### config.mk
export PLATFORM = sky130hd
export DESIGN_NAME = sat_addsub_unit
export DESIGN_NICKNAME = d
export VERILOG_FILES = /design/src/rtl/sat_pkg.sv /design/src/rtl/sat_rst_sync.sv /design/src/rtl/sat_doubler.sv /design/src/rtl/sat_adder.sv /design/src/rtl/sat_out_reg.sv /design/src/rtl/sat_addsub_unit.sv
export SDC_FILE = /design/constraint.sdc
export NUM_CORES = 1
export LEC_CHECK = 0
export ABC_AREA = 1
export BUFFER_PORTS_ARGS = -buffer_cell sky130_fd_sc_hd__buf_2
export CORE_MARGIN = 2
export CORE_UTILIZATION = 53
export DETAILED_ROUTE_END_ITERATION = 10
export GPL_TIMING_DRIVEN = 0
export PLACE_DENSITY = 0.8
export SLEW_MARGIN = 20
export SYNTH_ARGS = -nofsm -noshare
export SYNTH_HDL_FRONTEND = slang
export SYNTH_HIERARCHICAL = 1
export SYNTH_SLANG_ARGS = --single-unit
### constraint.sdc
create_clock -name clk -period 1 [get_ports clk]
set_clock_uncertainty 0.05 [all_clocks]
set_input_delay 0.05 -clock clk [delete_from_list [all_inputs] [get_ports clk]]
set_output_delay 0.05 -clock clk [all_outputs]
set_load 0.1 [all_outputs]
### src/rtl/sat_pkg.sv
package sat_pkg;

  // Operation codes; bit 1 selects the doubling path, bit 0 selects subtract.
  typedef enum logic [1:0] {
    OP_ADD  = 2'b00,
    OP_SUB  = 2'b01,
    OP_DADD = 2'b10,
    OP_DSUB = 2'b11
  } sat_op_e;

endpackage

### src/rtl/sat_rst_sync.sv
module sat_rst_sync (
  input  logic clk,
  input  logic rst_n,
  output logic rst_sync_n
);

  logic [1:0] stage_q;

  // Assertion is asynchronous; release ripples through two flops.
  always_ff @(posedge clk or negedge rst_n) begin
    if (!rst_n) begin
      stage_q <= 2'b00;
    end else begin
      stage_q <= {stage_q[0], 1'b1};
    end
  end

  assign rst_sync_n = stage_q[1];

endmodule

### src/rtl/sat_doubler.sv
module sat_doubler #(
  parameter int W = 32
) (
  input  logic [W-1:0] x,
  output logic [W-1:0] y,
  output logic         clip
);

  localparam logic [W-1:0] MAXV = {1'b0, {(W-1){1'b1}}};
  localparam logic [W-1:0] MINV = {1'b1, {(W-1){1'b0}}};

  // Doubling overflows exactly when the two top bits disagree.
  always_comb begin
    clip = x[W-1] ^ x[W-2];
    if (clip) begin
      y = x[W-1] ? MINV : MAXV;
    end else begin
      y = {x[W-2:0], 1'b0};
    end
  end

endmodule

### src/rtl/sat_adder.sv
module sat_adder #(
  parameter int W = 32
) (
  input  logic [W-1:0] a,
  input  logic [W-1:0] b,
  input  logic         sub,
  output logic [W-1:0] y,
  output logic         clip
);

  localparam logic [W-1:0] MAXV = {1'b0, {(W-1){1'b1}}};
  localparam logic [W-1:0] MINV = {1'b1, {(W-1){1'b0}}};

  logic [W:0] ax;
  logic [W:0] bx;
  logic [W:0] sum;

  // One guard bit holds the exact result of an add or subtract.
  always_comb begin
    ax   = {a[W-1], a};
    bx   = {b[W-1], b};
    sum  = sub ? (ax - bx) : (ax + bx);
    clip = sum[W] ^ sum[W-1];
    if (clip) begin
      y = sum[W] ? MINV : MAXV;
    end else begin
      y = sum[W-1:0];
    end
  end

endmodule

### src/rtl/sat_out_reg.sv
module sat_out_reg #(
  parameter int W = 32
) (
  input  logic         clk,
  input  logic         rst_n,
  input  logic         en,
  input  logic         clr,
  input  logic [W-1:0] res_d,
  input  logic         sat_d,
  output logic [W-1:0] result_q,
  output logic         sticky_q
);

  logic [W-1:0] result_nxt;
  logic         sticky_nxt;

  // Next state: a saturation event outranks a clear in the same cycle.
  always_comb begin
    result_nxt = en ? res_d : result_q;
    sticky_nxt = (clr ? 1'b0 : sticky_q) | (en & sat_d);
  end

  always_ff @(posedge clk or negedge rst_n) begin
    if (!rst_n) begin
      result_q <= '0;
      sticky_q <= 1'b0;
    end else begin
      result_q <= result_nxt;
      sticky_q <= sticky_nxt;
    end
  end


  sticky_set_chk: assert property (@(posedge clk) disable iff (!rst_n)
    (en && sat_d) |=> sticky_q);


  sticky_fall_chk: assert property (@(posedge clk) disable iff (!rst_n)
    $fell(sticky_q) |-> $past(clr));


  hold_idle_chk: assert property (@(posedge clk) disable iff (!rst_n)
    !en |=> $stable(result_q));

endmodule

### src/rtl/sat_addsub_unit.sv
module sat_addsub_unit
  import sat_pkg::*;
#(
  parameter int W = 32
) (
  input  logic         clk,
  input  logic         rst_n,
  input  logic         en,
  input  logic [1:0]   op,
  input  logic [W-1:0] src_a,
  input  logic [W-1:0] src_b,
  input  logic         sticky_clr,
  output logic [W-1:0] result,
  output logic         sticky
);

  localparam logic [W-1:0] MAXV = {1'b0, {(W-1){1'b1}}};
  localparam logic [W-1:0] MINV = {1'b1, {(W-1){1'b0}}};

  sat_op_e    op_e;
  logic       use_dbl;
  logic       do_sub;
  logic       rst_sync_n;
  logic [W-1:0] dbl_y;
  logic         dbl_clip;
  logic [W-1:0] b_eff;
  logic [W-1:0] sum_y;
  logic         sum_clip;
  logic         sat_any;

  sat_rst_sync u_rst (
    .clk        (clk),
    .rst_n      (rst_n),
    .rst_sync_n (rst_sync_n)
  );

  always_comb begin
    op_e    = sat_op_e'(op);
    use_dbl = (op_e == OP_DADD) || (op_e == OP_DSUB);
    do_sub  = (op_e == OP_SUB)  || (op_e == OP_DSUB);
  end

  sat_doubler #(.W(W)) u_dbl (
    .x    (src_b),
    .y    (dbl_y),
    .clip (dbl_clip)
  );

  assign b_eff = use_dbl ? dbl_y : src_b;

  sat_adder #(.W(W)) u_add (
    .a    (src_a),
    .b    (b_eff),
    .sub  (do_sub),
    .y    (sum_y),
    .clip (sum_clip)
  );

  // Either clamping step counts as a saturation event.
  assign sat_any = sum_clip | (use_dbl & dbl_clip);

  sat_out_reg #(.W(W)) u_out (
    .clk      (clk),
    .rst_n    (rst_sync_n),
    .en       (en),
    .clr      (sticky_clr),
    .res_d    (sum_y),
    .sat_d    (sat_any),
    .result_q (result),
    .sticky_q (sticky)
  );


  clamp_extreme_chk: assert property (@(posedge clk) disable iff (!rst_sync_n)
    (en && sum_clip) |=> (result == MAXV || result == MINV));


  dbl_sign_chk: assert property (@(posedge clk) disable iff (!rst_sync_n)
    dbl_clip |-> (dbl_y[W-1] == src_b[W-1]));

endmodule

==> insert_results.sql <==
INSERT INTO impl_metrics (metric_group, metric, value, unit) VALUES
('sta', 'slew-limit-headroom', '0.542', ''),
('pwr', 'power_switching', '9390', 'uW'),
('global_routing', 'globalRouteTotalUtil', '0.276', ''),
('clocking', 'clock_tree.htree_level_count', '2', ''),
('die', 'initial_core_utilization', '0.543', ''),
('worst_setup_path', 'critical_path.most_common_cell', 'sky130_fd_sc_hd__nand2_1', ''),
('logic_synthesis', 'postSynthNetCount', '1092', ''),
('worst_setup_path', 'worst_path_largest_cell_delay', '0.39', 'ns'),
('worst_setup_path', 'reg2reg_setup_slack', '0.11', 'ns'),
('worst_setup_path', 'end_kind', 'register', ''),
('sta', 'setup-tns-final', '-87.19', 'ns'),
('routing', 'detail_route.vias_per_cell', '5.18', ''),
('worst_setup_path', 'critical_path_required_time', '1.11', 'ns'),
('die', 'io_pins', '103', ''),
('layout', 'number_of_inserted_filler_cells_in_the_final_layout', '835', ''),
('routing', 'detail_route.wirelength', '17400', 'um'),
('sta', 'final-setup-viol-count', '38', ''),
('routing', 'routed-via-count', '6571', ''),
('pwr', 'share_seq_of_total_power', '0.153', ''),
('logic_synthesis', 'seq_area_frac_synth', '0.157', ''),
('routing', 'met1_length', '7100', 'um'),
('worst_setup_path', 'critical_path.max_fanout', '10', ''),
('logic_synthesis', 'post_synth_cell_types', '36', ''),
('clocking', 'number_of_buffers_between_clock_root_and_the_deepest_sink', '2', ''),
('logic_synthesis', 'post_synth_inst_count', '985', ''),
('sta', 'final_period_minus_worst_setup_slack', '3.68', 'ns'),
('global_routing', 'grt_overflow_total', '0', ''),
('die', 'dieArea', '11400', 'um2'),
('pwr', 'finalPower', '16400', 'uW'),
('worst_setup_path', 'worst-r2r-cell-count', '3', ''),
('clocking', 'clkLatencyLatePin', '0.28', 'ns'),
('logic_synthesis', 'leading_cell_types_by_total_area_after_synthesis', 'sky130_fd_sc_hd__nand2_1, sky130_fd_sc_hd__dfrtp_1, sky130_fd_sc_hd__ha_1', ''),
('pwr', 'leakage', '0.00415', 'uW'),
('logic_synthesis', 'synth_enable_flop_cells', '0', ''),
('layout', 'fin_area', '7610', 'um2'),
('logic_synthesis', 'yosys.area.top_type_share', '0.310', ''),
('run', 'max_capacitance_violation_count', '0', ''),
('pwr', 'power.share.clock', '0.069', ''),
('layout', 'core_occupancy_in_the_finished_layout', '0.740', ''),
('routing', 'ant_nets', '0', ''),
('clocking', 'cts_num_sinks', '35', ''),
('clocking', 'cts-buffers-inserted', '5', ''),
('logic_synthesis', 'synthArstFlopShare', '1.00', ''),
('clocking', 'tritoncts_clock_tree', 'yes', ''),
('sta', 'final_slew_violations', '0', ''),
('worst_setup_path', 'critical_path.slowest_cell', 'sky130_fd_sc_hd__ha_1', ''),
('global_routing', 'largest_net_degree_at_the_start_of_global_routing', '34', ''),
('sta', 'hold_viol', '0', ''),
('sta', 'post-route-worst-setup-slack', '-2.68', 'ns'),
('status', 'violated_checks', 'negative setup slack', ''),
('placed_design', 'globalplace.congestion', '0.936', ''),
('layout', 'finalNetCount', '1239', ''),
('logic_synthesis', 'synth_xor_area_frac', '0.0801', ''),
('logic_synthesis', 'adder_cell_area_share_of_the_yosys_netlist', '0.0843', ''),
('pwr', 'ir_worst_vdd', '2.04', 'mV'),
('pwr', 'switching_share_of_power', '0.572', ''),
('routing', 'post_drt_wl_per_cell', '13.7', 'um'),
('clocking', 'cts.clk_slew.worst_paths', '0.07', 'ns'),
('die', 'die_h', '107', 'um'),
('routing', 'number_of_remaining_drc_errors', '0', ''),
('worst_setup_path', 'criticalPathCategory', 'input port to register', ''),
('status', 'outcome', 'finished, violations left', ''),
('logic_synthesis', 'synth.avg_cell_area', '5.66', 'um2'),
('hold_path', 'worstHoldPathType', 'input port to async pin', ''),
('routing', 'top_layer', 'met4', ''),
('clocking', 'cts_root_buf', 'sky130_fd_sc_hd__clkbuf_8', ''),
('logic_synthesis', 'compound_gate_fraction_of_synth_area', '0.0920', ''),
('die', 'placement_rows', '37', ''),
('routing', 'wl_met2', '8810', 'um'),
('die', 'core_area', '10300', 'um2'),
('placed_design', 'dpl_worst_slack', '-3.17', 'ns');
[through the flow]
stage	std cells	hold slack, ns
after global placement	1220	-0.214
after global routing	1269	0.0262
final	1269	0.0241
after CTS	1253	0.0179
after detailed placement	1220	-0.213
after floorplan	985	-0.296
[layout by cell type (no fill, tap or decap), types with 11 or more instances in the layout]
cell and count:
sky130_fd_sc_hd__a21oi_1 28, sky130_fd_sc_hd__buf_12 20, sky130_fd_sc_hd__buf_2 67, sky130_fd_sc_hd__buf_4 34
sky130_fd_sc_hd__buf_6 30, sky130_fd_sc_hd__buf_8 11, sky130_fd_sc_hd__dfrtp_1 34, sky130_fd_sc_hd__ha_1 27
sky130_fd_sc_hd__inv_1 89, sky130_fd_sc_hd__nand2_1 414, sky130_fd_sc_hd__nand2_2 59, sky130_fd_sc_hd__nand3_1 24
sky130_fd_sc_hd__nor2_1 69, sky130_fd_sc_hd__nor2_2 17, sky130_fd_sc_hd__nor3_1 11, sky130_fd_sc_hd__o21ai_0 13
sky130_fd_sc_hd__o21ai_1 31, sky130_fd_sc_hd__xnor2_1 21, sky130_fd_sc_hd__xor2_1 27
[synth_stat cells (7+ instances only)]
| library cell | count |
|---|---|
| sky130_fd_sc_hd__nand3_1 | 32 |
| sky130_fd_sc_hd__o21ai_0 | 19 |
| sky130_fd_sc_hd__inv_1 | 94 |
| sky130_fd_sc_hd__nand2_1 | 461 |
| sky130_fd_sc_hd__dfrtp_1 | 35 |
| sky130_fd_sc_hd__nor3_1 | 13 |
| sky130_fd_sc_hd__xnor2_1 | 22 |
| sky130_fd_sc_hd__o21bai_1 | 7 |
| sky130_fd_sc_hd__o21ai_1 | 28 |
| sky130_fd_sc_hd__buf_6 | 19 |
| sky130_fd_sc_hd__nor2_1 | 87 |
| sky130_fd_sc_hd__a21oi_1 | 35 |
| sky130_fd_sc_hd__nand2_2 | 19 |
| sky130_fd_sc_hd__ha_1 | 36 |
| sky130_fd_sc_hd__nand3b_1 | 7 |
| sky130_fd_sc_hd__xor2_1 | 29 |
[state kept, by name (all words and copies together) (netlist names)]
register	count
u_out/result_q	32
u_out/sticky_q	1
u_rst/stage_q	2
[kinds of logic after synthesis]
family,count (synthesis)
buffers and inverters,129
xor gates and xnor gates,51
AOI/OAI and AO/OA,95
DFF,35
adders and majority gates,37
and+or+nand+nor,637
other,1
[metal layers]
layer  up-vias  global-route usage
li1       3346                   -
met1      2952               0.337
met2       222               0.503
met3        51              0.0310
met4         0              0.0918
met5         -                   0
[what timing repair did]
action	CTS	global route
buffers inserted	18	15
hold buffers	3	0
pin swaps	26	36
gates resized for setup	124	101
setup endpoints to repair	66	58
cloned	5	1
endpoints found under the hold margin	6	0
[worst max-delay path, delay by kind of cell]
family	cells	cell delay, ns
xor+xnor	1	0.17
compound gates	1	0.06
buf+inv	5	0.59
simple gates	23	2.28
fa+ha+maj	2	0.64
[how the worst max path moves through the flow]
stage	depth (start not counted)	end	slack, ns	start
after floorplan	30	u_out/result_q[19]	-2.41	src_b[31]
after global routing	35	u_out/result_q[21]	-2.97	src_b[31]
after detailed placement	29	u_out/result_q[0]	-3.17	src_b[31]
after global placement	29	u_out/result_q[22]	-3.14	src_b[31]
final	32	u_out/result_q[21]	-2.68	src_b[31]
after CTS	30	u_out/sticky_q	-2.51	src_b[31]
[power by group through the flow]
stage / registers [uW] / logic [uW] / clock network (uW)
finish: 2510 / 12800 / 1130
global route: 2560 / 13600 / 1220
global placement: 2220 / 9980 / 0
floorplan: 6070 / 4460 / 0
CTS: 2350 / 11300 / 1110
detailed placement: 2230 / 10100 / 0
[final cells by class]
cell class	count	share of cell area
tap	136	0.0224
clock buffer	8	0.0132
timing repair buffer	141	0.169
sequential	35	0.115
buffer	32	0.0423
multi-input combinational	821	0.589
inverter	96	0.0493
Power figures use the tool's default switching activity.
